<file path="src/rtl/uart_rx_pkg.sv">
// Shared definitions for the oversampled UART receiver.
// Assumes: a frame is one start bit, DATA_W data bits and one stop bit.
package uart_rx_pkg;
    localparam int UART_DATA_W = 8;
    localparam int UART_OVS    = 16;
    localparam int UART_DIV_W  = 16;

    typedef enum logic [1:0] {
        RX_IDLE  = 2'd0,
        RX_START = 2'd1,
        RX_DATA  = 2'd2,
        RX_STOP  = 2'd3
    } rx_state_e;
endpackage

</file>
<file path="src/rtl/uart_rx_tick.sv">
// Oversample tick generator: emits one tick every baud_div clocks.
// Assumes: baud_div is static while receiving; 0 is treated as 1.
module uart_rx_tick #(
    parameter int DIV_W = 16
) (
    input  logic             clk,
    input  logic             rst_n,
    input  logic [DIV_W-1:0] baud_div,
    output logic             tick
);
    logic [DIV_W-1:0] cnt_q;
    logic [DIV_W:0]   cnt_nxt;

    // Next count value and end-of-period detection.
    always_comb begin
        cnt_nxt = {1'b0, cnt_q} + (DIV_W+1)'(1);
        tick    = (cnt_nxt >= {1'b0, baud_div});
    end

    // Divider counter, wraps on every tick.
    always_ff @(posedge clk) begin
        if (!rst_n)      cnt_q <= '0;
        else if (tick)   cnt_q <= '0;
        else             cnt_q <= cnt_nxt[DIV_W-1:0];
    end
endmodule

</file>
<file path="src/rtl/uart_rx_frame.sv">
// Frame engine: finds the start edge, votes three mid-bit samples per bit,
// shifts data LSB first and reports one completed frame with its status.
// Assumes: rx is already synchronized; OVS is a power of two, at least 8.
module uart_rx_frame
    import uart_rx_pkg::*;
#(
    parameter int DATA_W = 8,
    parameter int OVS    = 16
) (
    input  logic              clk,
    input  logic              rst_n,
    input  logic              tick,
    input  logic              rx,
    output logic              done,
    output logic [DATA_W-1:0] data,
    output logic              ferr,
    output logic              noise
);
    localparam int CNT_W  = $clog2(OVS);
    localparam int BIDX_W = (DATA_W > 1) ? $clog2(DATA_W) : 1;
    localparam logic [CNT_W-1:0]  SMP_A    = CNT_W'(OVS/2 - 1);
    localparam logic [CNT_W-1:0]  SMP_B    = CNT_W'(OVS/2);
    localparam logic [CNT_W-1:0]  SMP_C    = CNT_W'(OVS/2 + 1);
    localparam logic [CNT_W-1:0]  BIT_END  = CNT_W'(OVS - 1);
    localparam logic [BIDX_W-1:0] LAST_BIT = BIDX_W'(DATA_W - 1);

    rx_state_e         st_q;
    logic [CNT_W-1:0]  cnt_q;
    logic [BIDX_W-1:0] bidx_q;
    logic [DATA_W-1:0] shift_q;
    logic [1:0]        smp_q;
    logic              noisy_q;
    logic              vote;
    logic              disagree;

    // Majority of the two stored samples and the live third one.
    always_comb begin
        vote     = (smp_q[1] & smp_q[0]) | (smp_q[1] & rx) | (smp_q[0] & rx);
        disagree = !((smp_q[1] == smp_q[0]) && (smp_q[0] == rx));
    end

    // Receive state machine, advanced on oversample ticks.
    always_ff @(posedge clk) begin
        if (!rst_n) begin
            st_q    <= RX_IDLE;
            cnt_q   <= '0;
            bidx_q  <= '0;
            shift_q <= '0;
            smp_q   <= 2'b11;
            noisy_q <= 1'b0;
            done    <= 1'b0;
            data    <= '0;
            ferr    <= 1'b0;
            noise   <= 1'b0;
        end else begin
            done <= 1'b0;
            if (tick) begin
                if (st_q == RX_IDLE) begin
                    if (!rx) begin
                        st_q    <= RX_START;
                        cnt_q   <= CNT_W'(1);
                        noisy_q <= 1'b0;
                    end
                end else begin
                    cnt_q <= cnt_q + CNT_W'(1);
                    if (cnt_q == SMP_A) smp_q[1] <= rx;
                    if (cnt_q == SMP_B) smp_q[0] <= rx;
                    if (cnt_q == SMP_C) begin
                        noisy_q <= noisy_q | disagree;
                        case (st_q)
                            RX_START: if (vote) st_q <= RX_IDLE;
                            RX_DATA:  shift_q <= {vote, shift_q[DATA_W-1:1]};
                            RX_STOP: begin
                                done  <= 1'b1;
                                data  <= shift_q;
                                ferr  <= !vote;
                                noise <= noisy_q | disagree;
                                st_q  <= RX_IDLE;
                            end
                            default: ;
                        endcase
                    end
                    if (cnt_q == BIT_END) begin
                        if (st_q == RX_START) begin
                            st_q   <= RX_DATA;
                            bidx_q <= '0;
                        end else if (st_q == RX_DATA) begin
                            bidx_q <= bidx_q + BIDX_W'(1);
                            if (bidx_q == LAST_BIT) st_q <= RX_STOP;
                        end
                    end
                end
            end
        end
    end

    // A frame is reported once, and the engine is then back at idle.
    assert_single_done_R1: assert property (@(posedge clk) disable iff (!rst_n)
        done |=> !done);
    assert_done_idle_R1: assert property (@(posedge clk) disable iff (!rst_n)
        done |-> (st_q == RX_IDLE));
endmodule

</file>
<file path="src/rtl/uart_rx_regs.sv">
// Data register and flags: accepts a finished frame, tracks ready,
// latches sticky framing/noise/overrun errors and handles read/clear.
// Assumes: rd_en and err_clr are single-cycle strobes.
module uart_rx_regs #(
    parameter int DATA_W = 8
) (
    input  logic              clk,
    input  logic              rst_n,
    input  logic              frame_done,
    input  logic [DATA_W-1:0] frame_data,
    input  logic              frame_ferr,
    input  logic              frame_noise,
    input  logic              rd_en,
    input  logic              err_clr,
    output logic [DATA_W-1:0] data_q,
    output logic              rxne_q,
    output logic              fe_q,
    output logic              ore_q,
    output logic              nf_q
);
    logic accept;
    logic overrun;

    // A frame is taken if the register is free or being read this cycle.
    always_comb begin
        accept  = frame_done && (!rxne_q || rd_en);
        overrun = frame_done && rxne_q && !rd_en;
    end

    // Data register and ready flag.
    always_ff @(posedge clk) begin
        if (!rst_n) begin
            data_q <= '0;
            rxne_q <= 1'b0;
        end else if (accept) begin
            data_q <= frame_data;
            rxne_q <= 1'b1;
        end else if (rd_en) begin
            rxne_q <= 1'b0;
        end
    end

    // Sticky error flags: a new error wins over a clear in the same cycle.
    always_ff @(posedge clk) begin
        if (!rst_n) begin
            fe_q  <= 1'b0;
            ore_q <= 1'b0;
            nf_q  <= 1'b0;
        end else begin
            fe_q  <= (accept && frame_ferr)  || (fe_q  && !err_clr);
            nf_q  <= (accept && frame_noise) || (nf_q  && !err_clr);
            ore_q <= overrun                 || (ore_q && !err_clr);
        end
    end

    assert_ready_after_frame_R1: assert property (@(posedge clk) disable iff (!rst_n)
        frame_done |=> rxne_q);
    assert_read_empties_R2: assert property (@(posedge clk) disable iff (!rst_n)
        (rd_en && !frame_done) |=> !rxne_q);
    assert_overrun_keeps_data_R6: assert property (@(posedge clk) disable iff (!rst_n)
        (frame_done && rxne_q && !rd_en) |=> (ore_q && $stable(data_q)));
    assert_clear_keeps_ready_R7: assert property (@(posedge clk) disable iff (!rst_n)
        (err_clr && !frame_done && !rd_en) |=> ($stable(rxne_q) && !fe_q && !nf_q && !ore_q));
endmodule

</file>
<file path="src/rtl/uart_flow_ctl.sv">
// Flow control: request-to-send from receive occupancy and a
// clear-to-send gated start permission for a neighbouring transmitter.
// Assumes: cts_n is asynchronous; tx_busy covers a frame in progress.
module uart_flow_ctl (
    input  logic clk,
    input  logic rst_n,
    input  logic rts_en,
    input  logic rx_full,
    input  logic cts_en,
    input  logic cts_n,
    input  logic tx_pending,
    input  logic tx_busy,
    output logic rts_n,
    output logic tx_go
);
    logic cts_s1_q;
    logic cts_s2_q;

    // Two-flop synchronizer for clear-to-send, reset to deasserted.
    always_ff @(posedge clk) begin
        if (!rst_n) begin
            cts_s1_q <= 1'b1;
            cts_s2_q <= 1'b1;
        end else begin
            cts_s1_q <= cts_n;
            cts_s2_q <= cts_s1_q;
        end
    end

    // Output decode for both flow-control helpers.
    always_comb begin
        rts_n = rts_en && rx_full;
        tx_go = tx_pending && !tx_busy && (!cts_en || !cts_s2_q);
    end

    assert_cts_gates_start_R10: assert property (@(posedge clk) disable iff (!rst_n)
        (tx_go && cts_en) |-> ($past(cts_n, 2) == 1'b0));
endmodule

</file>
<file path="src/rtl/uart_rx_dma.sv">
// Top: UART receive path with DMA request, interrupts and flow control.
// Assumes: rx_in and cts_n are asynchronous; other inputs are synchronous.
module uart_rx_dma
    import uart_rx_pkg::*;
#(
    parameter int DATA_W = UART_DATA_W,
    parameter int OVS    = UART_OVS,
    parameter int DIV_W  = UART_DIV_W
) (
    input  logic              clk,
    input  logic              rst_n,
    input  logic [DIV_W-1:0]  baud_div,
    input  logic              rx_in,
    input  logic              dma_en,
    input  logic              rxne_ie,
    input  logic              err_ie,
    input  logic              rts_en,
    input  logic              cts_en,
    input  logic              rd_en,
    input  logic              err_clr,
    input  logic              cts_n,
    input  logic              tx_pending,
    input  logic              tx_busy,
    output logic [DATA_W-1:0] rd_data,
    output logic              rx_ready,
    output logic              err_frame,
    output logic              err_overrun,
    output logic              err_noise,
    output logic              dma_req,
    output logic              irq_rx,
    output logic              irq_err,
    output logic              rts_n,
    output logic              tx_go
);
    logic              rx_s1_q;
    logic              rx_s2_q;
    logic              tick;
    logic              f_done;
    logic [DATA_W-1:0] f_data;
    logic              f_ferr;
    logic              f_noise;

    // Two-flop synchronizer for the serial line, reset to idle high.
    always_ff @(posedge clk) begin
        if (!rst_n) begin
            rx_s1_q <= 1'b1;
            rx_s2_q <= 1'b1;
        end else begin
            rx_s1_q <= rx_in;
            rx_s2_q <= rx_s1_q;
        end
    end

    uart_rx_tick #(.DIV_W(DIV_W)) u_tick (
        .clk(clk), .rst_n(rst_n), .baud_div(baud_div), .tick(tick)
    );

    uart_rx_frame #(.DATA_W(DATA_W), .OVS(OVS)) u_frame (
        .clk(clk), .rst_n(rst_n), .tick(tick), .rx(rx_s2_q),
        .done(f_done), .data(f_data), .ferr(f_ferr), .noise(f_noise)
    );

    uart_rx_regs #(.DATA_W(DATA_W)) u_regs (
        .clk(clk), .rst_n(rst_n),
        .frame_done(f_done), .frame_data(f_data),
        .frame_ferr(f_ferr), .frame_noise(f_noise),
        .rd_en(rd_en), .err_clr(err_clr),
        .data_q(rd_data), .rxne_q(rx_ready),
        .fe_q(err_frame), .ore_q(err_overrun), .nf_q(err_noise)
    );

    uart_flow_ctl u_flow (
        .clk(clk), .rst_n(rst_n),
        .rts_en(rts_en), .rx_full(rx_ready),
        .cts_en(cts_en), .cts_n(cts_n),
        .tx_pending(tx_pending), .tx_busy(tx_busy),
        .rts_n(rts_n), .tx_go(tx_go)
    );

    // Request and interrupt outputs.
    always_comb begin
        dma_req = dma_en && rx_ready;
        irq_rx  = rxne_ie && rx_ready;
        irq_err = err_ie && (err_frame || err_overrun || err_noise);
    end

    assert_dma_on_new_byte_R3: assert property (@(posedge clk) disable iff (!rst_n)
        (dma_en && $rose(rx_ready)) |-> dma_req);
    assert_err_irq_R8: assert property (@(posedge clk) disable iff (!rst_n)
        (err_ie && $rose(err_frame)) |-> irq_err);
    assert_rts_when_full_R9: assert property (@(posedge clk) disable iff (!rst_n)
        (rts_en && rx_ready) |-> rts_n);
endmodule

</file>
<file path="config.mk">
export PLATFORM = sky130hd
export DESIGN_NAME = uart_rx_dma
export DESIGN_NICKNAME = d
export VERILOG_FILES = /design/src/rtl/uart_rx_pkg.sv /design/src/rtl/uart_rx_tick.sv /design/src/rtl/uart_rx_frame.sv /design/src/rtl/uart_rx_regs.sv /design/src/rtl/uart_flow_ctl.sv /design/src/rtl/uart_rx_dma.sv
export SDC_FILE = /design/constraint.sdc
export NUM_CORES = 1
export LEC_CHECK = 0
export ABC_AREA = 1
export CORE_UTILIZATION = 35
export DETAILED_ROUTE_END_ITERATION = 8
export GPL_TIMING_DRIVEN = 0
export PLACE_DENSITY_LB_ADDON = 0.08
export SYNTH_ARGS = -nofsm -noshare
export SYNTH_HDL_FRONTEND = slang
export SYNTH_SLANG_ARGS = --single-unit
</file>
<file path="constraint.sdc">
create_clock -name clk -period 3.1 [get_ports clk]
set_input_delay 0.775 -clock clk [delete_from_list [all_inputs] [get_ports clk]]
set_output_delay 0.775 -clock clk [all_outputs]
set_load 0.005 [all_outputs]
</file>
==> impl_metrics.py <==
metrics = {
    "status": {
        "outcome": "finished clean",
    },
    "worst_hold_path": {
        "holdCritStartpoint": "u_flow.cts_s1_q",
        "worstHoldEndpoint": "u_flow.cts_s2_q",
        "hold_class": "reg -> reg",
        "holdPathStages": 1,
    },
    "synthesis": {
        "synth_cells": 480,
        "ys_types": 36,
        "syn_nets": 539,
        "synth_area_per_cell_sq_um": 7.14,
        "netlist_area_sq_mm": 0.00343,
        "ys_seq_area_share_pct": 36.8,
        "ys_ff_latch": 63,
        "yosysWarnings": 0,
    },
    "routing": {
        "vias_per_cell": 4.52,
        "ant_nets": 0,
        "avgRoutedWirePerCell_um": 11.9,
        "first_pass_iters": 4,
        "drc": 0,
        "routed-via-count": 3132,
        "routed_wl_um": 8220,
        "initialDrtViolationCount": 72,
    },
    "timing": {
        "setup_tns_ns": 0,
        "finalCritPeriodShare_pct": 99.7,
        "timing.hold.ws_ns": 0.419,
        "rsz0062_at_grt": "true",
        "fmax_ghz": 0.324,
        "maxSlewHeadroom_pct": 63.3,
        "worst_pin_slew_ns": 0.551,
        "skew_ns": 0.0115,
        "setup_viol": 0,
        "hold_violations": 0,
        "drv_slew": 0,
        "post-route-min-period_ns": 3.09,
    },
    "power_and_ir_drop": {
        "total_power_w": 0.00167,
        "power.leakage_nw": 2.31,
        "powerDensity_mw_per_mm2": 353,
        "max-vdd-ir-drop_v": 0.000257,
    },
    "setup_path": {
        "arrival_ns": 3.33,
        "r2r-end": "u_frame.data[7]",
        "crit_fanout": 10,
        "crit_type": "reg -> reg",
        "rr_worst_depth": 18,
        "reg2reg_from": "u_tick.cnt_q[0]",
        "crit_path_start_kind": "register",
        "rrSetupSlack_ns": 0.01,
        "critPathCaptureType": "register",
        "critical_path_required_ns": 3.35,
    },
    "cells_and_area": {
        "areaGrowthSynthToFinish_pct": 37.9,
        "mostFrequentLayoutCell": "nand2_1",
        "design_area_sq_mm": 0.00473,
        "drive_above_1_share_pct": 21.5,
        "layout_common_cells": "90 x nand2_1, 80 x inv_1, 59 x dfxtp_1, 53 x nor2_1, 44 x clkdlybuf4s50_1",
        "fillers": 935,
        "fin_nets": 618,
        "final_cells": 693,
        "num_antenna_cells": 0,
    },
    "floorplanning": {
        "die-width_um": 101,
        "pin_count": 46,
        "row_count": 35,
        "coreArea_sq_mm": 0.00937,
        "die_h_um": 101,
        "initial_core_util_pct": 36.6,
        "dieArea_sq_mm": 0.0102,
    },
    "grt": {
        "grt_first_pass_wirelength_um": 13500,
        "gr-usage-met1_pct": 19.3,
        "grtUsageMet3_pct": 3.95,
        "grt_usage_pct": 17.0,
        "grt_pass1_vias": 2993,
        "antenna_found_initial": 0,
        "gr-total-overflow": 0,
        "use_met2_pct": 31.0,
        "grt_max_degree": 14,
        "grt.busiest_layer": "met2",
    },
    "placed_design": {
        "placed_cell_area_sq_mm": 0.00403,
        "gp_congestion": 0.793,
        "portBuffers": 44,
        "dp_hpwl_um": 5590,
        "dp_cells": 653,
    },
    "flow_run": {
        "drv_cap": 0,
    },
    "cts": {
        "root_buffer": "clkbuf_8",
        "cts_max_level": 3,
        "clk_pin_slew_ns": 0.08,
        "cts_tree": "done",
        "clk-insertion-delay-late_ns": 0.34,
        "clkSinkCount": 63,
        "numCtsBuffers": 9,
        "clk_path_buf_depth": 2,
    },
}
[how the worst max path moves through the flow]
stage                          to       startpoint  slack, ns
2_1_floorplan     u_frame.data[6]  u_tick.cnt_q[0]       0.25
3_3_place_gp     u_tick.cnt_q[14]  u_tick.cnt_q[0]      -0.30
3_5_place_dp     u_tick.cnt_q[14]  u_tick.cnt_q[0]      -0.30
4_1_cts           u_frame.data[5]  u_tick.cnt_q[0]      0.007
5_1_grt        u_frame.shift_q[6]  u_tick.cnt_q[2]      -0.19
6_report          u_frame.data[7]  u_tick.cnt_q[0]       0.01
[state kept, by name (all words and copies together), names as in the netlist, 2 cells and up]
register,count
u_frame.smp_q,2
u_regs.data_q,8
u_frame.bidx_q,3
u_tick.cnt_q,16
u_frame.cnt_q,4
u_frame.st_q,2
u_frame.data,8
u_frame.shift_q,8
[cell families (layout without fill, tap and decap cells)]
logic type / Yosys count / after routing / synth area share (%)
AND/OR/NAND/NOR: 237 / 237 / 31.6
adder cells (fa/ha/maj): 30 / 30 / 11.0
flip-flops: 63 / 63 / 36.8
AO/OA/AOI/OAI: 46 / 46 / 7.30
XOR/XNOR: 8 / 8 / 2.05
buffers and inverters: 96 / 180 / 11.2
[metrics by stage]
stage               setup slack [ns]  util [%]
CTS                          0.00724      45.9
global route                  -0.190      50.4
global placement              -0.296      43.0
detailed placement            -0.296      43.0
floorplan                      0.253         -
finish                        0.0107      50.4
[layout make-up]
cell class	instances	area, sq um	area share [%]
clock buffers	9	124	2.62
inverters	85	322	6.80
well taps	129	161	3.42
plain buffers	11	70.1	1.48
multi-input cells	321	2060	43.6
clock inverters	7	78.8	1.67
flip-flops and latches	63	1270	26.8
repair buffers	68	639	13.5
[worst max-delay path, stage by stage (launching register included)]
cell and delay, ns:
dfxtp_4 0.39, nand3_4 0.09, nor2_4 0.14, nand4_1 0.18, or2_4 0.34, nor3_2 0.14, xor2_1 0.21, inv_1 0.10
ha_4 0.28, nand2_4 0.05, nor2_4 0.11, nand2_2 0.08, nor2_4 0.14, a21oi_4 0.08, nand3_4 0.16, nand3_4 0.13
buf_8 0.18, nor2_1 0.13, nor2_2 0.04
[metal layers]
layer | vias to the layer above | share of wire [%]
met5 | - | 0
met4 | 0 | 1.1
met3 | 6 | 2.6
met2 | 39 | 52
met1 | 1440 | 44
li1 | 1647 | -
[cells in the mapped netlist (all sizes together)]
master  instances  area share [%]
a21boi          1            0.22
dfxtp          63              37
o21ai          11             1.6
a21oi          26             3.8
or2             7             1.3
inv            84             9.2
and3            1            0.18
o211ai          2            0.44
clkinv          1            0.11
nand3          26             5.0
ha             30              11
nor3            9             1.5
clkbuf          5            0.55
nor2           72             8.7
nand3b          2            0.44
buf             6             1.4
nand4          10             1.8
xor2            7             1.8
o31a            1            0.26
xnor2           1            0.26
nand2         109              12
a31oi           3            0.55
o21bai          2            0.44
nor3b           1            0.22
[what timing repair did]
item	in CTS	in global routing
hold buffers	0	0
pin swaps	4	28
gates cloned	0	1
setup buffers	7	16
resized for setup	5	73
endpoints found under the setup margin	47	47
[report_power, final]
part | internal (W) | switching (W)
sequential | 0.000814 | 0.00000679
clock | 0.000381 | 0.000357
combinational | 0.0000574 | 0.0000509
total | 0.00125 | 0.000414
Power figures use the tool's default switching activity.
